File: config.mk
export PLATFORM = sky130hd
export DESIGN_NAME = rx_evt_status
export DESIGN_NICKNAME = d
export VERILOG_FILES = /design/src/rtl/rx_evt_pkg.sv /design/src/rtl/rx_evt_tagcmp.sv /design/src/rtl/rx_evt_ctrl.sv /design/src/rtl/rx_evt_flags.sv /design/src/rtl/rx_evt_status.sv
export SDC_FILE = /design/constraint.sdc
export NUM_CORES = 1
export LEC_CHECK = 0
export BUFFER_PORTS_ARGS = -buffer_cell sky130_fd_sc_hd__buf_2
export CAP_MARGIN = 30
export CORE_AREA = 5 5 66 68
export DETAILED_ROUTE_END_ITERATION = 16
export DIE_AREA = 0 0 71 73
export GPL_TIMING_DRIVEN = 0
export SYNTH_ARGS = -nofsm -noshare
export SYNTH_HDL_FRONTEND = slang
export SYNTH_SLANG_ARGS = --single-unit
File: constraint.sdc
create_clock -name clk -period 1.5 [get_ports clk]
set_clock_uncertainty 0.2 [all_clocks]
set_input_delay 0 -clock clk [delete_from_list [all_inputs] [get_ports clk]]
set_output_delay 0 -clock clk [all_outputs]
set_load 0.005 [all_outputs]
File: src/rtl/rx_evt_pkg.sv
package rx_evt_pkg;
  localparam int STAT_W = 16;
  localparam int ADDR_W = 2;

  // status bit positions
  localparam int B_PING_WD  = 0;
  localparam int B_FRAME_WD = 1;
  localparam int B_CRC      = 2;
  localparam int B_TYPE     = 3;
  localparam int B_EOF      = 4;
  localparam int B_BUF_OVR  = 5;
  localparam int B_DONE     = 6;
  localparam int B_BUF_UND  = 7;
  localparam int B_ERR_RX   = 8;
  localparam int B_PING_RX  = 9;
  localparam int B_OVERRUN  = 10;
  localparam int B_DATA_RX  = 11;
  localparam int B_TAG_PING = 12;
  localparam int B_TAG_DATA = 13;
  localparam int B_TAG_ERR  = 14;
  localparam int B_RSVD     = 15;

  localparam logic [STAT_W-1:0] LIVE_MASK = {1'b0, {(STAT_W-1){1'b1}}};

  typedef enum logic [1:0] {
    FT_PING = 2'd0,
    FT_DATA = 2'd1,
    FT_ERR  = 2'd2,
    FT_BAD  = 2'd3
  } frameKind_e;

  typedef enum logic [ADDR_W-1:0] {
    A_STAT  = 2'd0,
    A_FORCE = 2'd1,
    A_CLEAR = 2'd2,
    A_TAG   = 2'd3
  } regSel_e;

  localparam int NUM_KIND = 3;

  // strobes from control to the flag datapath
  typedef struct packed {
    logic [STAT_W-1:0] hwSet;
    logic [STAT_W-1:0] swForce;
    logic [STAT_W-1:0] swClear;
  } flagStrobe_t;

  function automatic int recvBit(input int kind);
    case (kind)
      0:       return B_PING_RX;
      1:       return B_DATA_RX;
      default: return B_ERR_RX;
    endcase
  endfunction

  function automatic int tagBit(input int kind);
    case (kind)
      0:       return B_TAG_PING;
      1:       return B_TAG_DATA;
      default: return B_TAG_ERR;
    endcase
  endfunction
endpackage

File: src/rtl/rx_evt_tagcmp.sv
module rx_evt_tagcmp #(
  parameter int TAG_W = 4
) (
  input  logic [TAG_W-1:0] tagIn,
  input  logic [TAG_W-1:0] tagRef,
  input  logic [TAG_W-1:0] tagMask,
  output logic             hit
);
  logic [TAG_W-1:0] diff;
  assign diff = (tagIn ^ tagRef) & tagMask;
  assign hit  = (diff == '0);
endmodule

File: src/rtl/rx_evt_ctrl.sv
module rx_evt_ctrl
  import rx_evt_pkg::*;
#(
  parameter int TAG_W = 4
) (
  input  logic              clk,
  input  logic              rstN,
  input  logic              frameValid,
  input  logic [1:0]        frameType,
  input  logic [TAG_W-1:0]  frameTag,
  input  logic              crcOk,
  input  logic              eofOk,
  input  logic              pingWdExpire,
  input  logic              frameWdExpire,
  input  logic              bufWrFull,
  input  logic              bufRdEmpty,
  input  logic              regWrEn,
  input  logic [ADDR_W-1:0] regAddr,
  input  logic [STAT_W-1:0] regWrData,
  input  logic [STAT_W-1:0] flagsQ,
  output flagStrobe_t       strobe,
  output logic [2*TAG_W-1:0] tagCfgQ
);
  localparam int CFG_W = 2 * TAG_W;

  logic tagWr, forceWr, clearWr;
  logic isBad, crcBad, frameGood, tagHit;
  logic [NUM_KIND-1:0] kindGood;
  logic [STAT_W-1:0] hwSet;
  logic unusedHi;

  assign tagWr   = regWrEn && (regAddr == A_TAG);
  assign forceWr = regWrEn && (regAddr == A_FORCE);
  assign clearWr = regWrEn && (regAddr == A_CLEAR);
  assign unusedHi = ^regWrData[STAT_W-1:CFG_W];

  // tag reference in the low half, mask in the high half
  always_ff @(posedge clk or negedge rstN) begin
    if (!rstN)      tagCfgQ <= '0;
    else if (tagWr) tagCfgQ <= regWrData[CFG_W-1:0];
  end

  rx_evt_tagcmp #(.TAG_W(TAG_W)) u_tagcmp (
    .tagIn   (frameTag),
    .tagRef  (tagCfgQ[TAG_W-1:0]),
    .tagMask (tagCfgQ[CFG_W-1:TAG_W]),
    .hit     (tagHit)
  );

  assign isBad     = (frameType == FT_BAD);
  assign crcBad    = (frameType == FT_DATA) && !crcOk;
  assign frameGood = frameValid && !isBad && eofOk && !crcBad;

  for (genvar k = 0; k < NUM_KIND; k++) begin : g_kind
    assign kindGood[k] = frameGood && (frameType == 2'(k));
  end

  always_comb begin
    hwSet = '0;
    hwSet[B_PING_WD]  = pingWdExpire;
    hwSet[B_FRAME_WD] = frameWdExpire;
    hwSet[B_CRC]      = frameValid && crcBad;
    hwSet[B_TYPE]     = frameValid && isBad;
    hwSet[B_EOF]      = frameValid && !eofOk;
    hwSet[B_BUF_OVR]  = bufWrFull;
    hwSet[B_DONE]     = frameGood;
    hwSet[B_BUF_UND]  = bufRdEmpty;
    for (int k = 0; k < NUM_KIND; k++) begin
      hwSet[recvBit(k)] = kindGood[k];
      hwSet[tagBit(k)]  = kindGood[k] && tagHit;
    end
    // overrun looks at the pending flag before this cycle's update
    hwSet[B_OVERRUN] = (kindGood[FT_DATA] && flagsQ[B_DATA_RX]) ||
                       (kindGood[FT_ERR]  && flagsQ[B_ERR_RX]);
  end

  always_comb begin
    strobe.hwSet   = hwSet & LIVE_MASK;
    strobe.swForce = forceWr ? (regWrData & LIVE_MASK) : '0;
    strobe.swClear = clearWr ? (regWrData & LIVE_MASK) : '0;
  end
endmodule

File: src/rtl/rx_evt_flags.sv
module rx_evt_flags
  import rx_evt_pkg::*;
(
  input  logic              clk,
  input  logic              rstN,
  input  flagStrobe_t       strobe,
  output logic [STAT_W-1:0] flagsQ
);
  for (genvar i = 0; i < STAT_W; i++) begin : g_cell
    if (i == B_RSVD) begin : g_rsvd
      logic unusedRsvd;
      assign unusedRsvd = strobe.hwSet[i] ^ strobe.swForce[i] ^ strobe.swClear[i];
      assign flagsQ[i] = 1'b0;
    end else begin : g_live
      always_ff @(posedge clk or negedge rstN) begin
        if (!rstN) flagsQ[i] <= 1'b0;
        else       flagsQ[i] <= (flagsQ[i] & ~strobe.swClear[i]) |
                                strobe.hwSet[i] | strobe.swForce[i];
      end
    end
  end
endmodule

File: src/rtl/rx_evt_status.sv
module rx_evt_status
  import rx_evt_pkg::*;
#(
  parameter int TAG_W = 4
) (
  input  logic              clk,
  input  logic              rstN,
  input  logic              frameValid,
  input  logic [1:0]        frameType,
  input  logic [TAG_W-1:0]  frameTag,
  input  logic              crcOk,
  input  logic              eofOk,
  input  logic              pingWdExpire,
  input  logic              frameWdExpire,
  input  logic              bufWrFull,
  input  logic              bufRdEmpty,
  input  logic              regWrEn,
  input  logic [1:0]        regAddr,
  input  logic [15:0]       regWrData,
  output logic [15:0]       regRdData
);
  localparam int CFG_W = 2 * TAG_W;

  flagStrobe_t        strobe;
  logic [STAT_W-1:0]  flagsQ;
  logic [CFG_W-1:0]   tagCfgQ;

  rx_evt_ctrl #(.TAG_W(TAG_W)) u_ctrl (
    .clk           (clk),
    .rstN          (rstN),
    .frameValid    (frameValid),
    .frameType     (frameType),
    .frameTag      (frameTag),
    .crcOk         (crcOk),
    .eofOk         (eofOk),
    .pingWdExpire  (pingWdExpire),
    .frameWdExpire (frameWdExpire),
    .bufWrFull     (bufWrFull),
    .bufRdEmpty    (bufRdEmpty),
    .regWrEn       (regWrEn),
    .regAddr       (regAddr),
    .regWrData     (regWrData),
    .flagsQ        (flagsQ),
    .strobe        (strobe),
    .tagCfgQ       (tagCfgQ)
  );

  rx_evt_flags u_flags (
    .clk    (clk),
    .rstN   (rstN),
    .strobe (strobe),
    .flagsQ (flagsQ)
  );

  always_comb begin
    case (regAddr)
      A_STAT:  regRdData = flagsQ;
      A_TAG:   regRdData = {{(STAT_W-CFG_W){1'b0}}, tagCfgQ};
      default: regRdData = '0;
    endcase
  end
endmodule

==> results of run 1 <==
cell usage after synthesis (all sizes together):
cell type and instances:
nor2 9, conb 1, a31oi 3, a221o 7, buf 9, and2 9
nand2b 1, a22oi 10, o21ai 4, ha 4, nand3 6, dfrtp 23
inv 4, a21oi 1, xor2 4, clkbuf 1, nand2 18, a32o 1
nor3 1, nor2b 2, mux2 8, or3 2, a32oi 6
what timing repair did:
| item | 4_1_cts | 5_1_grt |
|---|---|---|
| hold buffers | 26 | 0 |
| resized for setup | 1 | 0 |
| gates cloned | 0 | 0 |
| buffers inserted | 0 | 0 |
| endpoints found under the hold margin | 46 | 0 |
| endpoints found under the setup margin | 7 | 7 |
routing by layer:
| layer | part of all wire | wire length (um) | track usage | vias to the layer above |
|---|---|---|---|---|
| met4 | 0.0080 | 30 | 0.0376 | 0 |
| li1 | - | - | - | 632 |
| met2 | 0.48 | 1800 | 0.269 | 53 |
| met3 | 0.075 | 280 | 0.0262 | 4 |
| met5 | 0 | 0 | 0 | - |
| met1 | 0.43 | 1620 | 0.180 | 610 |
sequential cells by signal, summed over array words and instances, names as in the netlist:
| name | cells |
|---|---|
| u_flags.flagsQ | 15 |
| u_ctrl.tagCfgQ | 8 |
power breakdown:
part           internal (mW)  switching [mW]  total [mW]
registers              0.721          0.0642       0.785
logic                  0.239           0.196       0.435
clock network          0.190           0.194       0.384
total                   1.15           0.455        1.60
cells in the final DEF (no fill, tap or decap):
cell,instances
sky130_fd_sc_hd__a21oi_1,1
sky130_fd_sc_hd__a221o_1,7
sky130_fd_sc_hd__a22oi_1,10
sky130_fd_sc_hd__a31oi_1,3
sky130_fd_sc_hd__a32o_1,1
sky130_fd_sc_hd__a32oi_1,6
sky130_fd_sc_hd__and2_1,7
sky130_fd_sc_hd__and2_4,2
sky130_fd_sc_hd__buf_2,49
sky130_fd_sc_hd__buf_4,3
sky130_fd_sc_hd__buf_6,3
sky130_fd_sc_hd__clkbuf_1,1
sky130_fd_sc_hd__clkbuf_8,3
sky130_fd_sc_hd__conb_1,1
sky130_fd_sc_hd__dfrtp_1,23
sky130_fd_sc_hd__dlygate4sd3_1,26
sky130_fd_sc_hd__ha_1,4
sky130_fd_sc_hd__inv_1,4
sky130_fd_sc_hd__mux2_2,8
sky130_fd_sc_hd__nand2_1,17
sky130_fd_sc_hd__nand2_2,1
sky130_fd_sc_hd__nand2b_1,1
sky130_fd_sc_hd__nand3_1,6
sky130_fd_sc_hd__nor2_1,9
sky130_fd_sc_hd__nor2b_1,1
sky130_fd_sc_hd__nor2b_2,1
sky130_fd_sc_hd__nor3_1,1
sky130_fd_sc_hd__o21ai_0,4
sky130_fd_sc_hd__or3_1,1
sky130_fd_sc_hd__or3_4,1
sky130_fd_sc_hd__xor2_1,4
worst min-delay path by stage:
stage | from | endpoint | slack [ns] | depth (start not counted)
2_1_floorplan | rstN | u_ctrl.tagCfgQ[0] | -0.50 | 0
3_3_place_gp | rstN | u_flags.flagsQ[14] | -0.20 | 1
3_5_place_dp | rstN | u_flags.flagsQ[9] | -0.19 | 1
4_1_cts | rstN | u_flags.flagsQ[9] | 0.06 | 2
5_1_grt | rstN | u_flags.flagsQ[12] | 0.13 | 2
6_report | rstN | u_flags.flagsQ[13] | 0.06 | 2
kinds of logic after synthesis:
kind of cell               synth area share
buffers and inverters                0.0676
xor gates and xnor gates             0.0263
muxes                                0.0676
adders and majority gates            0.0376
other                               0.00281
AOI/OAI and AO/OA                     0.189
and+or+nand+nor                       0.177
DFF                                   0.432
per-stage QoR:
stage          instances  utilization  cell area (um2)  total power [mW]  setup TNS, ns
2_1_floorplan        134            -             1330              1.02              0
3_3_place_gp         230        0.428             1630              1.17         -0.302
3_5_place_dp         230        0.428             1630              1.18         -0.586
4_1_cts              260        0.509             1930              1.61              0
5_1_grt              259        0.508             1930              1.69              0
6_report             259        0.508             1930              1.60              0
layout make-up:
class	instances	area (um2)	area share
Buffer	9	71.3	0.0370
Timing Repair Buffer	72	490	0.254
Inverter	4	15.0	0.00778
Sequential cell	23	576	0.298
Multi-Input combinational cell	97	669	0.347
Tap cell	50	62.6	0.0324
Clock buffer	4	45.0	0.0233
==> results.txt, run 1 <==
----------------------------------------------------
[Status]
  Status ... finished, final reports clean

[STA]
  Count of endpoints failing hold in the final timing report ... 0
  RSZ-0062 raised after global routing ... false
  Slew at the pin with the worst max-slew slack ... 0.526 ns
  Final critical path time including I/O delays and setup ... 1.39 ns
  Worst relative slew slack ... 0.649
  Setup ws final ... 0.107 ns
  Final-report max-slew violation count ... 0
  Share of the cycle needed by the critical path after routing ... 0.929
  Final hold slack ... 0.0553 ns
  Maximum frequency from static timing analysis ... 718 MHz
  Number of setup violations in the final report ... 0

[Logic synthesis]
  Post-synthesis register bit count ... 23
  Post-Syn Instances ... 134
  Dominant cells by area after synthesis ... sky130_fd_sc_hd__dfrtp_1 43%, sky130_fd_sc_hd__mux2_2 6.8%, sky130_fd_sc_hd__a22oi_1 5.6%
  Synthesis Warnings ... 0
  Portion of synthesized cell area occupied by the leading cell type ... 0.432
  Syn Nets ... 172
  Post-Synthesis Mean Instance Area ... 9.94 um2
  Syn Std Cell Area ... 1330 um2
  Sequential-to-total area share from yosys stat ... 0.432
  Number of library cell types mapped by synthesis ... 28
  Cell type with the highest aggregate area in the netlist ... sky130_fd_sc_hd__dfrtp_1

[Layout]
  N_diodes ... 0
  Ratio of cells with drive above 1 in the final layout ... 0.340
  Number of filler instances in the final layout ... 375
  Number of nets in the layout ... 248
  Area grow syn2layout ... 44.8%

[Setup path]
  Total buffers and inverters traversed by the critical path ... 3
  WP depth ... 6
  Setup crit start ... regAddr[0]
  RR Startpoint ... u_ctrl.tagCfgQ[3]
  Stage delay of the slowest cell on the critical path ... 0.45 ns
  Critical Path AT ... 1.19 ns
  Capturing element of the worst setup path ... regRdData[13]
  Slowest CP cell ... sky130_fd_sc_hd__ha_1
  Cell-by-cell trace of the critical path ... buf_2 > inv_1 > ha_1 > nor2b_2 > and2_1 > buf_2
  Critical path capture point type ... output pin
  Critical Path Source Type ... input port
  Most frequent CP cell ... sky130_fd_sc_hd__buf_2
  R2r worst-path depth ... 4
  Critical path fanouts, max ... 9
  Worst reg2reg setup slack ... 0.12 ns
  Class of the most critical setup path ... in2out
  R2R Path End ... u_flags.flagsQ[12]
  Top cell family by delay on the critical path ... simple AND/OR/NAND/NOR gates
  Data required time at the worst endpoint ... 1.30 ns

[Flow run]
  Number of max-cap violations ... 0

[Power]
  Power density over the cells ... 831 nW/um2
  Worst vdd ir ... 0.470 mV
  Leakage component of the power ... 0.894 nW

[Global route]
  Maximum number of pins on one net before global-route repair ... 24
  Aggregate global routing overflow ... 0
  First-pass GRT wire length ... 6.11 mm
  Antenna violations before repair ... 0
  Number of global-route vias before repair ... 1372
  GRT Total Usage ... 0.148

[Floorplan]
  Number of primary I/O pins ... 50
  Die X-Extent ... 71 um
  Area of the die ... 5180 um2
  Starting Density ... 0.351
  Number of rows in the core area ... 23
  Core Region ... 3800 um2
  Die extent in y ... 73 um

[Clock network]
  Worst-skew pair later-pin latency ... 0.26 ns
  Clock tree buffer depth ... 2
  Clock-pin slew on the worst setup and hold paths ... 0.08 ns
  Number of clock buffers inserted by TritonCTS ... 3
  Maximum level of the CTS H-tree ... 1
  Clock tree from TritonCTS ... done
  Cell at the root of the clock tree ... sky130_fd_sc_hd__clkbuf_8
  Number of sinks on the clock net ... 23

[Hold path]
  Classification of the worst-slack hold path ... in2async

[Detailed routing]
  Average routed wire per standard cell ... 14.4 um
  Final wirelength ... 3.73 mm
  Number of detailed-routing iterations run before antenna repair ... 4
  Antenna-violating nets left ... 0
  Violation count after the first detailed-route iteration ... 40
  Via count ... 1299
  Via-per-instance ratio ... 5.02
  Final routed DRC violation total ... 0

[Placement]
  Routability congestion estimate ... 0.793
  Pre-CTS setup slack ... -0.0877 ns
  Hpwl dp ... 2.60 mm
  Total of buffers placed on input and output ports ... 46

----------------------------------------------------
No activity file was read; power rests on OpenSTA's default activity.
==> run 2: changes to the inputs <==
CTS_BUF_LIST = sky130_fd_sc_hd__clkbuf_16   (was unset)
TNS_END_PERCENT = 100   (was unset)
==> run 2 against run 1 <==
  * Register-to-register slack barely moved
  * Hold slack improved by 0.019 ns
  * Sequential power barely moved
  * Via count did not move
  * Utilization rose by 0.89 points
  * Non-clock buffer count did not move
  * Global-route usage rose by 0.44 points
  * Die area did not move
  * Critical path depth fell by 1
==> results.txt, run 2 (same netlist as run 1, synthesis figures left out) <==
----------------------------------------------------
[Layout]
  Commonest non-fill, non-tap cells in the layout ... 49 x sky130_fd_sc_hd__buf_2, 26 x sky130_fd_sc_hd__dlygate4sd3_1, 23 x sky130_fd_sc_hd__dfrtp_1
  Post-layout utilization of the core ... 0.517
  Leading cell type in the layout, fill and taps excluded ... sky130_fd_sc_hd__buf_2
  Registers with the most flip-flops ... u_flags.flagsQ: 15 flops, u_ctrl.tagCfgQ: 8 flops
  Post-route cell area ... 1960 um2
  Area grow syn2layout ... 47.3%
  Number of nets in the layout ... 248
  Ratio of cells with drive above 1 in the final layout ... 0.340
  Number of filler instances in the final layout ... 369
  N_diodes ... 0
  Register with the highest flop count ... u_flags.flagsQ
  Max reg flops ... 15

[Clock network]
  Clock tree from TritonCTS ... done
  Worst-skew pair later-pin latency ... 0.25 ns
  Number of sinks on the clock net ... 23
  Cell at the root of the clock tree ... sky130_fd_sc_hd__clkbuf_16
  Clock tree buffer depth ... 2
  Number of clock buffers inserted by TritonCTS ... 3
  Maximum level of the CTS H-tree ... 1
  Clock-pin slew on the worst setup and hold paths ... 0.06 ns

[STA]
  Setup TNS ... 0 ns
  Final-report max-slew violation count ... 0
  Setup ws final ... 0.105 ns
  Share of the cycle needed by the critical path after routing ... 0.930
  Number of setup violations in the final report ... 0
  Slew at the pin with the worst max-slew slack ... 0.535 ns
  Final hold slack ... 0.0747 ns
  Final critical path time including I/O delays and setup ... 1.39 ns
  RSZ-0062 raised after global routing ... false
  Worst relative slew slack ... 0.643
  Count of endpoints failing hold in the final timing report ... 0
  Maximum frequency from static timing analysis ... 717 MHz

[Setup path]
  Class of the most critical setup path ... in2reg
  Data required time at the worst endpoint ... 1.43 ns
  Critical Path Source Type ... input port
  Cell-by-cell trace of the critical path ... dlygate4sd3_1 > buf_4 > and2_4 > buf_6 > a221o_1
  Total buffers and inverters traversed by the critical path ... 3
  RR Startpoint ... u_ctrl.tagCfgQ[3]
  Slowest CP cell ... sky130_fd_sc_hd__dlygate4sd3_1
  Critical Path AT ... 1.33 ns
  R2r worst-path depth ... 4
  Critical path capture point type ... flip-flop
  Top cell family by delay on the critical path ... buffers and inverters
  Critical path fanouts, max ... 8
  WP depth ... 5
  Setup crit start ... regWrEn
  Stage delay of the slowest cell on the critical path ... 0.54 ns

[Detailed routing]
  Antenna-violating nets left ... 0
  Final routed DRC violation total ... 0
  Average routed wire per standard cell ... 14.5 um
  Via-per-instance ratio ... 5.02
  Via count ... 1299
  Final wirelength ... 3.75 mm
  Number of detailed-routing iterations run before antenna repair ... 4
  Violation count after the first detailed-route iteration ... 29

[Placement]
  Total of buffers placed on input and output ports ... 46
  Placed Area ... 1630 um2
  Pre-CTS setup slack ... -0.0877 ns
  Routability congestion estimate ... 0.793
  Hpwl dp ... 2.60 mm

[Global route]
  Antenna violations before repair ... 0
  First-pass GRT wire length ... 6.22 mm
  GRT Total Usage ... 0.152
  Maximum number of pins on one net before global-route repair ... 24
  Aggregate global routing overflow ... 0
  Number of global-route vias before repair ... 1395

[Flow run]
  Number of max-cap violations ... 0

[Status]
  Status ... finished, final reports clean

[Floorplan]
  Starting Density ... 0.351
  Die extent in y ... 73 um
  Die X-Extent ... 71 um
  Number of primary I/O pins ... 50
  Number of rows in the core area ... 23
  Core Region ... 3800 um2
  Area of the die ... 5180 um2

[Power]
  Power density over the cells ... 911 nW/um2
  Leakage component of the power ... 0.913 nW
  Worst vdd ir ... 0.451 mV

[Hold path]
  Classification of the worst-slack hold path ... in2async

----------------------------------------------------
run 2: changes by cell type in the layout (fill, tap and decap cells not counted), sizes merged:
cell,delta
clkbuf,-1
inv,+1
run 2: final timing paths:
kind | end | slack [ns]
min | u_flags.flagsQ[13] | 0.07
min reg2reg | u_flags.flagsQ[9] | 0.29
max reg2reg | u_flags.flagsQ[12] | 0.12
max | u_flags.flagsQ[4] | 0.11
max in group asynchronous | u_ctrl.tagCfgQ[0] | 0.67
min in group clk | u_flags.flagsQ[11] | 0.12
run 2: worst reg2reg max path: stages, from the launching register on:
cell and delay, ns:
sky130_fd_sc_hd__dfrtp_1 0.40, sky130_fd_sc_hd__xor2_1 0.16, sky130_fd_sc_hd__a22oi_1 0.22, sky130_fd_sc_hd__nand2_1 0.14, sky130_fd_sc_hd__o21ai_0 0.18
run 2: layout make-up:
cell class / instances / area, um2 / area share
plain buffers: 9 / 71.3 / 0.0363
clock buffers: 3 / 75.1 / 0.0382
clock inverters: 1 / 3.75 / 0.00191
inverters: 4 / 15.0 / 0.00765
multi-input cells: 97 / 669 / 0.341
flip-flops and latches: 23 / 576 / 0.293
well taps: 50 / 62.6 / 0.0319
repair buffers: 72 / 490 / 0.250
run 2: stage by stage:
stage	power (mW)	cells
4_1_cts	1.81	259
6_report	1.79	259
2_1_floorplan	1.02	134
3_3_place_gp	1.17	230
5_1_grt	1.89	259
3_5_place_dp	1.18	230
run 2: repair_timing:
item	4_1_cts	5_1_grt
endpoints found under the hold margin	46	0
resized for setup	1	0
buffers inserted	0	0
endpoints found under the setup margin	7	0
hold buffers	26	0
run 2: power by group:
part	switching [mW]	internal, mW	total (mW)
Combinational	0.197	0.238	0.435
Clock	0.210	0.356	0.566
Sequential	0.0642	0.723	0.787
Total	0.472	1.32	1.79
run 2: routing by layer:
layer / routed length [um] / vias to the layer above / part of all wire / GRT usage
li1: - / 634 / - / -
met1: 1600 / 610 / 0.43 / 0.179
met2: 1840 / 52 / 0.49 / 0.279
met3: 286 / 3 / 0.076 / 0.0344
met4: 29 / 0 / 0.0077 / 0.0376
met5: 0 / - / 0 / 0
